## config.mk

```make
export PLATFORM = sky130hd
export DESIGN_NAME = idx_addr_seq
export DESIGN_NICKNAME = d
export VERILOG_FILES = /design/src/rtl/idx_seq_pkg.sv /design/src/rtl/idx_seq_lane.sv /design/src/rtl/idx_seq_ea.sv /design/src/rtl/idx_addr_seq.sv
export SDC_FILE = /design/constraint.sdc
export NUM_CORES = 1
export LEC_CHECK = 0
export BUFFER_PORTS_ARGS = -buffer_cell sky130_fd_sc_hd__buf_2
export CAP_MARGIN = 20
export CORE_MARGIN = 3
export CORE_UTILIZATION = 40
export CTS_CLUSTER_DIAMETER = 40
export CTS_CLUSTER_SIZE = 10
export DETAILED_ROUTE_END_ITERATION = 10
export PLACE_DENSITY_LB_ADDON = 0.3
export SETUP_SLACK_MARGIN = 0.05
export SYNTH_ARGS = -nofsm -noshare
export SYNTH_HDL_FRONTEND = slang
export SYNTH_SLANG_ARGS = --single-unit
```

## constraint.sdc

```tcl
create_clock -name clk -period 7 [get_ports clk]
set_clock_uncertainty 0.05 [all_clocks]
set_input_delay 2.1 -clock clk [delete_from_list [all_inputs] [get_ports clk]]
set_output_delay 2.1 -clock clk [all_outputs]
set_load 0.02 [all_outputs]
```

## src/rtl/idx_seq_pkg.sv

```systemverilog
package idx_seq_pkg;
  typedef enum int {
    LANE_BASE = 0,
    LANE_OFFS = 1,
    LANE_DST  = 2
  } lane_e;

  localparam int NUM_LANES = 3;
endpackage

```

## src/rtl/idx_seq_lane.sv

```systemverilog
module idx_seq_lane #(
  parameter int VL_MAX = 8,
  parameter int IW     = $clog2(VL_MAX + 1)
) (
  input  logic              clk,
  input  logic              rst_n,
  input  logic              clear,
  input  logic              advance,
  input  logic              vec,
  input  logic [VL_MAX-1:0] mask,
  output logic [IW-1:0]     eff
);
  logic [IW-1:0] cnt_q;

  // lowest set mask position at or above 'from'; VL_MAX when none
  function automatic logic [IW-1:0] first_set_from(input logic [VL_MAX-1:0] m,
                                                   input logic [IW-1:0] from);
    logic [IW-1:0] r;
    r = IW'(VL_MAX);
    for (int p = VL_MAX - 1; p >= 0; p--) begin
      if (m[p] && (IW'(p) >= from)) r = IW'(p);
    end
    return r;
  endfunction

  assign eff = vec ? first_set_from(mask, cnt_q) : cnt_q;

  always_ff @(posedge clk) begin
    if (!rst_n)        cnt_q <= '0;
    else if (clear)    cnt_q <= '0;
    else if (advance)  cnt_q <= eff + 1'b1;
  end
endmodule

```

## src/rtl/idx_seq_ea.sv

```systemverilog
module idx_seq_ea #(
  parameter int AW = 32
) (
  input  logic [AW-1:0] base,
  input  logic [AW-1:0] offs,
  input  logic          valid,
  input  logic          upd,
  output logic [AW-1:0] ea,
  output logic          wb
);
  function automatic logic [AW-1:0] ea_sum(input logic [AW-1:0] a, input logic [AW-1:0] b);
    return a + b;
  endfunction

  assign ea = ea_sum(base, offs);
  assign wb = valid & upd;
endmodule

```

## src/rtl/idx_addr_seq.sv

```systemverilog
module idx_addr_seq #(
  parameter int VL_MAX = 8,
  parameter int AW     = 32,
  parameter int IW     = $clog2(VL_MAX + 1)
) (
  input  logic              clk,
  input  logic              rst_n,
  input  logic              start,
  input  logic [IW-1:0]     vl,
  input  logic [VL_MAX-1:0] src_pred,
  input  logic [VL_MAX-1:0] dst_pred,
  input  logic              base_vec,
  input  logic              offs_vec,
  input  logic              dst_vec,
  input  logic              upd_en,
  output logic              busy,
  output logic              done,
  input  logic [AW-1:0]     base_data,
  input  logic [AW-1:0]     offs_data,
  output logic              out_valid,
  input  logic              out_ready,
  output logic [IW-1:0]     out_base_idx,
  output logic [IW-1:0]     out_offs_idx,
  output logic [IW-1:0]     out_dst_idx,
  output logic [AW-1:0]     out_ea,
  output logic              out_wb
);
  import idx_seq_pkg::*;

  logic [IW-1:0]          vl_q;
  logic [VL_MAX-1:0]      sp_q, dp_q;
  logic [NUM_LANES-1:0]   vec_q;
  logic                   upd_q, busy_q, done_q;

  logic [IW-1:0]          eff [NUM_LANES];
  logic [NUM_LANES-1:0]   lane_ok;

  // named events for the checker
  logic accept, in_range, exhaust, fire, last_elem, finish;

  assign accept    = start & ~busy_q;
  assign in_range  = &lane_ok;
  assign exhaust   = busy_q & ~in_range;
  assign fire      = out_valid & out_ready;
  assign last_elem = ~vec_q[LANE_DST] | (~vec_q[LANE_BASE] & ~vec_q[LANE_OFFS]);
  assign finish    = exhaust | (fire & last_elem);

  generate
    for (genvar l = 0; l < NUM_LANES; l++) begin : g_lane
      logic [VL_MAX-1:0] lane_mask;
      if (l == int'(LANE_DST)) begin : g_dmask
        assign lane_mask = dp_q;
      end else begin : g_smask
        assign lane_mask = sp_q;
      end
      idx_seq_lane #(.VL_MAX(VL_MAX), .IW(IW)) u_lane (
        .clk     (clk),
        .rst_n   (rst_n),
        .clear   (accept),
        .advance (fire & vec_q[l]),
        .vec     (vec_q[l]),
        .mask    (lane_mask),
        .eff     (eff[l])
      );
      assign lane_ok[l] = eff[l] < vl_q;
    end
  endgenerate

  always_ff @(posedge clk) begin
    if (!rst_n) begin
      vl_q   <= '0;
      sp_q   <= '0;
      dp_q   <= '0;
      vec_q  <= '0;
      upd_q  <= 1'b0;
      busy_q <= 1'b0;
      done_q <= 1'b0;
    end else begin
      done_q <= finish;
      if (accept) begin
        vl_q   <= vl;
        sp_q   <= src_pred;
        dp_q   <= dst_pred;
        vec_q  <= {dst_vec, offs_vec, base_vec};
        upd_q  <= upd_en;
        busy_q <= 1'b1;
      end else if (finish) begin
        busy_q <= 1'b0;
      end
    end
  end

  assign busy         = busy_q;
  assign done         = done_q;
  assign out_valid    = busy_q & in_range;
  assign out_base_idx = eff[LANE_BASE];
  assign out_offs_idx = eff[LANE_OFFS];
  assign out_dst_idx  = eff[LANE_DST];

  idx_seq_ea #(.AW(AW)) u_ea (
    .base  (base_data),
    .offs  (offs_data),
    .valid (out_valid),
    .upd   (upd_q),
    .ea    (out_ea),
    .wb    (out_wb)
  );
endmodule

```

# Word level (Yosys, flattened, before mapping)
# Index checks and enable logic that the tools add are counted.
[totals]
register_bits = 38
latch_bits = 0
ramBits = 0
romBits = 0
inputBits = 92
memories = 0
[op_classes]
n_addsub = 4
n_mul = 0
div = 0
magnitude_cmp = 27
n_eq_ne = 0
shift = 0
muxes = 29
bitwise = 18
n_reduce_logical = 27
[op_table]
columns = ["op", "n"]
rows = [
  ["4-bit two-way mux", 27],
  ["3-bit by 4-bit greater-or-equal comparator with 1-bit output (first input constant)", 12],
  ["32-bit adder", 1],
  ["1-bit by 4-bit greater-or-equal comparator with 1-bit output (first input constant)", 6],
  ["2-bit by 4-bit greater-or-equal comparator with 1-bit output (first input constant)", 6],
  ["1-bit logical AND", 24],
  ["4-bit by 1-bit adder with 4-bit output (second input constant)", 3],
  ["4-bit less-than comparator", 3],
  ["1-bit AND", 10],
  ["1-bit inverter", 6],
  ["3-bit AND reduction", 1],
  ["1-bit two-way mux", 2],
  ["1-bit OR", 2],
  ["2-bit nonzero test", 1],
  ["2-bit OR reduction", 1],
]

# Depth between registers and ports, before layout
# Gate-level depths: netlist of the first run.
[depth]
ltp_word = 19
depth_mapped = 12

# Cells and area by module
# A second synthesis of the first run with hierarchy kept.
[unflattened]
hier_cells = 569
hier_area_um2 = 4277.9
[modules_own_cells]
columns = ["module", "instances", "cells_per_inst", "area_per_inst_um2", "seq_area_each_um2"]
rows = [
  ["idx_seq_ea", 1, 241, 1737.9, 0.0],
  ["idx_seq_lane", 3, 61, 439.2, 80.1],
  ["idx_addr_seq", 1, 145, 1222.4, 520.5],
]

# Least setup slack after synthesis of the first run
# No wires, ideal clock.
[synth_timing]
kind = "input port to output port"
startpoint = "input base_data[18]"
endpoint = "output out_ea[29]"
t_arrival_ns = 4.420
t_required_ns = 4.850
path_slack_ns = 0.430
cell_stages = 9
path_cell_list = "ha_1 -> clkbuf_1 -> nand2_1 -> o21ai_0 -> a31oi_1 -> o211ai_1 -> o221ai_1 -> a211o_1 -> o311ai_0"
[synth_via]
elab_chain_len = 1
[synth_rtl]
columns = ["element", "line", "text"]
rows = [
  ["from (decl)", "idx_addr_seq.sv:18", "input logic [AW-1:0] base_data,"],
  ["32-bit adder", "idx_seq_ea.sv:12", "return a + b;"],
  ["to (decl)", "idx_addr_seq.sv:25", "output logic [AW-1:0] out_ea,"],
]
# Every way passes these cells.

# Worst setup path after layout of the first run
[layout_timing]
startpoint = "input base_data[0]"
endpoint = "output out_ea[30]"
# The elaborated chain is that of the path after synthesis.

==> results of run 1 <==
## synth_stat cells (8+ instances only)
master / count / area share
a21boi_0: 32 / 0.060
a21o_1: 11 / 0.021
a21oi_1: 31 / 0.039
clkbuf_1: 15 / 0.014
dfxtp_1: 38 / 0.19
ha_1: 43 / 0.13
inv_1: 25 / 0.023
mux2i_1: 9 / 0.023
nand2_1: 90 / 0.084
nand2b_1: 8 / 0.013
nand3_1: 12 / 0.015
nand4_1: 11 / 0.017
nor2_1: 29 / 0.027
nor2b_1: 12 / 0.019
nor3_1: 8 / 0.010
o211ai_1: 9 / 0.017
o21ai_0: 23 / 0.029
xnor2_1: 19 / 0.042
xor2_1: 11 / 0.024
## worst min path at each step
stage	slack, ns	to	cells past startpoint
final	0.42	upd_q	2
after CTS	0.43	upd_q	2
after global placement	0.40	upd_q	2
after detailed placement	0.41	upd_q	2
after floorplan	0.39	upd_q	2
after global routing	0.44	dp_q[1]	2
## repair_timing
| action | in CTS | in global routing |
|---|---|---|
| hold buffers | 0 | 0 |
| gates resized for setup | 0 | 4 |
| hold endpoints to repair | 0 | 0 |
| setup buffers | 0 | 1 |
| endpoints found under the setup margin | 0 | 3 |
## power breakdown
part	total (mW)	internal [mW]	switching [mW]	leakage, nW
Clock	0.169	0.0812	0.0882	0.0478
Sequential	0.235	0.225	0.0106	0.310
Combinational	0.364	0.148	0.217	1.85
## layout by cell type (no fill, tap or decap), drive strengths merged, types with 7 or more instances in the layout
cell | synthesis | final
xnor2 | 19 | 19
nand2b | 8 | 8
o21ai | 26 | 26
o211ai | 9 | 9
mux2i | 9 | 9
a21boi | 34 | 34
nor2b | 12 | 12
nand4 | 11 | 11
nor2 | 29 | 29
o21bai | 7 | 7
xor2 | 11 | 11
inv | 27 | 28
nand3 | 12 | 12
a21oi | 31 | 31
buf | 3 | 141
nor3 | 11 | 11
a31oi | 7 | 7
dfxtp | 38 | 38
a21o | 11 | 11
nand2 | 90 | 90
ha | 43 | 43
## flip-flops by register name, indices dropped and copies added (netlist names)
| signal | cells |
|---|---|
| g_lane.u_lane.cnt_q | 12 |
| dp_q | 8 |
| g_lane.lane_mask | 8 |
| vl_q | 4 |
| vec_q | 3 |
| busy | 1 |
| done | 1 |
| upd_q | 1 |
## routing by layer
| metal | wire, um | track usage |
|---|---|---|
| met5 | 0 | 0 |
| met4 | 127 | 0.0361 |
| met3 | 678 | 0.0304 |
| met2 | 5340 | 0.343 |
| met1 | 5030 | 0.250 |
## worst max-delay path: stages
cell	delay (ns)
buf_2	0.08
ha_1	0.19
inv_1	0.07
fa_2	0.35
nor2b_1	0.16
o31a_1	0.22
o211ai_1	0.13
a21o_1	0.21
a21oi_2	0.16
a31oi_1	0.11
or4_1	0.47
o211ai_1	0.13
buf_4	0.18
## area by class of cell
class	count	area [sq um]	area share
multi-input combinational	446	3080	0.627
sequential	38	761	0.155
inverter	27	101	0.0206
tap	129	161	0.0328
clock buffer	6	82.6	0.0168
timing repair buffer	141	713	0.145
clock inverter	2	16.3	0.00331
## cell families (layout without fill, tap and decap cells)
family                     count (synthesis)  after routing  synth area share
DFF                                       38             38             0.190
and+or+nand+nor                          187            187             0.221
muxes                                      9              9            0.0225
xor gates and xnor gates                  30             30            0.0657
AOI/OAI and AO/OA                        176            176             0.318
buffers and inverters                     45            176            0.0429
adders and majority gates                 44             44             0.140
## stage by stage
step	total power [mW]	utilization	hold WS (ns)	cells	cell area (sq um)
after floorplan	0.490	-	0.389	529	4000
after detailed placement	0.601	0.507	0.413	780	4790
after global placement	0.592	0.507	0.401	780	4790
final	0.769	0.520	0.423	789	4920
after global routing	0.820	0.520	0.439	789	4920
after CTS	0.767	0.517	0.425	788	4890
==> reports/metrics.csv, run 1 <==
metric;value;unit
status;finished, final reports clean;
Post-synth EDFFs;0;
Clock Path Buffers;2;
Final period util;0.958;
GRT Total Usage;0.194;
Initial Utilization;0.423;
post-place setup slack;0.184;ns
CTS root buffer;clkbuf_8;
1st-pass router iterations;6;
Iter 0 DRT Violations;154;
layout cells sized above 1;0.258;
Crit Path Class;in -> out;
RSZ-0062 raised after global routing;no;
Die Wd;106;um
die area;0.0112;sq mm
worst-margin pin slew;0.881;ns
TritonCTS clock tree;built;
top_reg_cell synth;dfxtp_1;
clk slew on worst S/H paths;0.08;ns
vias in the first global route;4165;
f_max;149;MHz
fin. max-slew vios;0;
WP data arrival;4.55;ns
site row count;35;
worst setup path startpoint;base_data[0];
grt total ovfl;0;
# diodes;0;
GP Congestion;0.896;
maxcap violations;0;
Critical Path RT;4.85;ns
initial antenna violation count;0;
Crit Reg-Reg Endpoint;g_lane[2].u_lane.cnt_q[0];
PwrDens;156;mW/mm^2
die height;106;um
Worst Setup End Kind;output port;
Cell variety after synth;66;
Synth Instances;529;
final number of hold-violating endpoints;0;
Layout Nets;795;
Worst Setup Start Kind;input pin;
clock sink total;38;
I/O pin count;140;
Buffers on Ports;139;
average size of a mapped cell;7.56;sq um
detailed placer's ending HPWL;9.13;mm
TNS Setup;0;ns
syn_nets;665;
reg2reg start;g_lane[0].u_lane.cnt_q[1];
Cell Area, Synth;0.00400;sq mm
ANT nets after route;0;
register area share after synthesis;0.190;
largest net degree at the start of global routing;28;
min-delay src;upd_q;
R2R setup slack;3.50;ns
worst vdd ir;132;uV
async set-reset flop share out of synthesis;0;
crit path to;out_ea[30];
Via density;5.50;
area delta synth->final;22.9;%
Period minus WS final;6.70;ns
Hold Crit Class;reg -> reg;
Num CTS Buffers;5;
drt drc;0;
global-route wire length before repair;18.8;mm
Final WS setup;0.296;ns
Rel. slew slack;0.413;
DRT Wirelength;11.2;mm
H-tree depth;2;
vias;4342;
fillers;968;
Core ar.;0.00946;sq mm
later-pin clock latency in the skew report;0.30;ns
Synth Register Bits;38;
Yosys warning count;0;
DR WL/cell;14.2;um
setup violators final;0;
Crit Path Max Fanout;4;
depth of the most critical reg-to-reg path;11;
leak pwr;2.21;nW
Power figures use the tool's default switching activity.
==> run 2, diff against run 1 <==
ABC_AREA = 1   (was default)
PLACE_DENSITY_LB_ADDON = 0.1   (was 0.3)
==> reports/metrics.csv, run 2 <==
metric;value;unit;change
status;finished, final reports clean;;unchanged
H-tree depth;2;;unchanged
most instantiated library cell after synthesis;nand2_1;;unchanged
vias;4453;;was 4342
Initial Utilization;0.412;;was 0.423
async set-reset flop share out of synthesis;0;;unchanged
fin cells;901;;was 789
leak pwr;2.75;nW;was 2.21 nW
# diodes;0;;unchanged
worst path cell trace;buf_2, ha_1, inv_1, fa_1, o21ai_2, a21oi_1, o21bai_2, nand2_1, nand2_2, nand2_1, o211ai_1, nand2_1, nand2_1, nand2_1, o21ai_1, xor2_1, buf_2;;was buf_2, ha_1, inv_1, fa_2, nor2b_1, o31a_1, o211ai_1, a21o_1, a21oi_2, a31oi_1, or4_1, o211ai_1, buf_4
WP data arrival;4.38;ns;was 4.55 ns
Crit Path Class;in -> out;;unchanged
Crit Path Max Fanout;3;;was 4
Synth area leader;dfxtp_1;;unchanged
Net Sw Frac;0.397;;was 0.410
TritonCTS clock tree;built;;unchanged
met2 wire length;5.28;mm;was 5.34 mm
ANT nets after route;0;;unchanged
R2R setup slack;3.91;ns;was 3.50 ns
top cells by count, synth;nand2_1, inv_1, nor2_1;;was nand2_1, ha_1, dfxtp_1
later-pin clock latency in the skew report;0.29;ns;was 0.30 ns
Clock Path Buffers;2;;unchanged
Synth Instances;626;;was 529
PwrDens;175;mW/mm^2;was 156 mW/mm^2
area delta synth->final;24.5;%;was 22.9%
hold slack final;0.407;ns;was 0.423 ns
Rel. slew slack;0.397;;was 0.413
f_max;153;MHz;was 149 MHz
Register Area;761;sq um;unchanged
setup violators final;0;;unchanged
syn_nets;762;;was 665
Worst Setup End Kind;output port;;unchanged
fillers;1074;;was 968
average size of a mapped cell;6.46;sq um;was 7.56 sq um
worst setup path startpoint;base_data[0];;unchanged
worst-margin pin slew;0.902;ns;was 0.881 ns
Post-synth EDFFs;0;;unchanged
Worst Setup Start Kind;input pin;;unchanged
synth top area cells;dfxtp_1, ha_1, nand2_1;;unchanged
setup bufs post-CTS;0;;unchanged
depth of the most critical reg-to-reg path;12;;was 11
Via density;4.94;;was 5.50
crit path to;out_ea[24];;was out_ea[30]
DR WL/cell;12.4;um;was 14.2 um
Slowest-stage cell, CP;fa_1;;was or4_1
Crit Reg-Reg Endpoint;g_lane[0].u_lane.cnt_q[1];;was g_lane[2].u_lane.cnt_q[0]
Yosys warning count;0;;unchanged
met3 WL;702;um;was 678 um
TNS Setup;0;ns;unchanged
Cell Area, Synth;0.00404;sq mm;was 0.00400 sq mm
Num CTS Buffers;5;;unchanged
fin. max-slew vios;0;;unchanged
die area;0.0113;sq mm;was 0.0112 sq mm
Clk pwr share;0.265;;was 0.220
RSZ-0062 raised after global routing;no;;unchanged
area share of the largest cell type after synthesis;0.188;;was 0.190
Largest register FFs;12;;unchanged
uppermost layer routed;met4;;unchanged
clock sink total;38;;unchanged
clk slew on worst S/H paths;0.07;ns;was 0.08 ns
Comb power frac;0.463;;was 0.474
most frequent cells in the layout;buf_2, nand2_1, inv_1;;was buf_2, nand2_1, ha_1
sequential power share;0.273;;was 0.306
die height;107;um;was 106 um
global-route wire length before repair;18.7;mm;was 18.8 mm
final number of hold-violating endpoints;0;;unchanged
Buffers on Ports;139;;unchanged
number of gates resized after cts;0;;unchanged
register area share after synthesis;0.188;;was 0.190
Cell variety after synth;45;;was 66
top_reg_cell synth;dfxtp_1;;unchanged
post-layout util;0.512;;was 0.520
Hold Crit Class;reg -> reg;;unchanged
grt total ovfl;0;;unchanged
Final period util;0.933;;was 0.958
Hold Buf Count CTS;0;;unchanged
placed cell count;893;;was 780
layout cells sized above 1;0.229;;was 0.258
Routed met1 length;5.06;mm;was 5.03 mm
I/O pin count;140;;unchanged
Net Sw Power;0.349;mW;was 0.316 mW
CP most frequent cell;nand2_1;;was o211ai_1
Critical Path RT;4.85;ns;about the same
vias in the first global route;4223;;was 4165
Multi-input gate area;0.00292;sq mm;was 0.00308 sq mm
site row count;36;;was 35
initial antenna violation count;0;;unchanged
detailed placer's ending HPWL;9.42;mm;was 9.13 mm
GRT Total Usage;0.196;;was 0.194
cell internal pwr;0.530;mW;was 0.454 mW
Core ar.;0.00982;sq mm;was 0.00946 sq mm
Layout Nets;903;;was 795
DRT Wirelength;11.2;mm;about the same
Most flops, register;g_lane.u_lane.cnt_q;;unchanged
Period minus WS final;6.53;ns;was 6.70 ns
slowest stage delay, CP;0.41;ns;was 0.47 ns
reg2reg start;g_lane[0].u_lane.cnt_q[2];;was g_lane[0].u_lane.cnt_q[1]
Synth Register Bits;38;;unchanged
maxcap violations;0;;unchanged
Iter 0 DRT Violations;149;;was 154
overall power;0.879;mW;was 0.769 mW
GP Congestion;0.923;;was 0.896
commonest non-fill, non-tap cell in the layout;buf_2;;unchanged
Die Wd;107;um;was 106 um
largest net degree at the start of global routing;38;;was 28
drt drc;0;;unchanged
1st-pass router iterations;5;;was 6
worst vdd ir;146;uV;was 132 uV
CTS root buffer;clkbuf_8;;unchanged
-- run 2: cell types whose count changed in the layout (fill, tap and decap cells not counted), sizes merged, moves of 11 or more --
cell    delta
inv       +62
xnor2     -11
a21oi     +18
nand3     +14
nor2b     -12
xor2      +16
nor2      +58
nand2     +49
a21boi    -31
o21ai     +25
-- run 2: stage by stage --
step                setup slack (ns)  cell area, sq um
floorplan                      0.704              4040
global placement               0.526              4890
detailed placement             0.461              4890
CTS                            0.459              5030
global route                   0.170              5030
finish                         0.470              5030
-- run 2: cells by family after synthesis --
| group | Yosys count | share of synthesized area |
|---|---|---|
| AOI/OAI and AO/OA | 141 | 0.211 |
| DFF | 38 | 0.188 |
| xor gates and xnor gates | 35 | 0.0759 |
| adders and majority gates | 44 | 0.138 |
| and+or+nand+nor | 272 | 0.297 |
| buffers and inverters | 96 | 0.0892 |
-- run 2: critical path, delay by kind of cell --
family	cells	cell delay, ns
xor+xnor	1	0.16
simple gates	6	0.50
compound gates	5	0.74
buf+inv	3	0.31
fa+ha+maj	2	0.57
-- run 2: worst min path at each step --
| stage | start | to | slack (ns) | depth (start not counted) |
|---|---|---|---|---|
| floorplan | upd_q | upd_q | 0.38 | 2 |
| global placement | dp_q[6] | dp_q[6] | 0.40 | 2 |
| detailed placement | dp_q[6] | dp_q[6] | 0.40 | 2 |
| CTS | dp_q[6] | dp_q[6] | 0.41 | 2 |
| global route | upd_q | upd_q | 0.44 | 2 |
| finish | dp_q[6] | dp_q[6] | 0.41 | 2 |
-- run 2: metal layers --
layer  vias to the layer above  GRT usage
li1                       2348          -
met1                      1962      0.250
met2                       126      0.352
met3                        17     0.0298
met4                         0     0.0393
met5                         -          0
-- run 2: power by group through the flow --
| stage | combinational [mW] | sequential, mW | clock, mW |
|---|---|---|---|
| floorplan | 0.287 | 0.243 | 0 |
| CTS | 0.409 | 0.240 | 0.239 |
| detailed placement | 0.407 | 0.245 | 0 |
| global route | 0.455 | 0.242 | 0.247 |
| finish | 0.407 | 0.240 | 0.233 |
| global placement | 0.403 | 0.245 | 0 |
-- run 2: cell type report --
type | instances | area share
clock buffers | 6 | 0.0164
clock inverters | 2 | 0.0119
inverters | 90 | 0.0671
multi-input cells | 492 | 0.580
flip-flops and latches | 38 | 0.151
well taps | 133 | 0.0331
repair buffers | 140 | 0.140
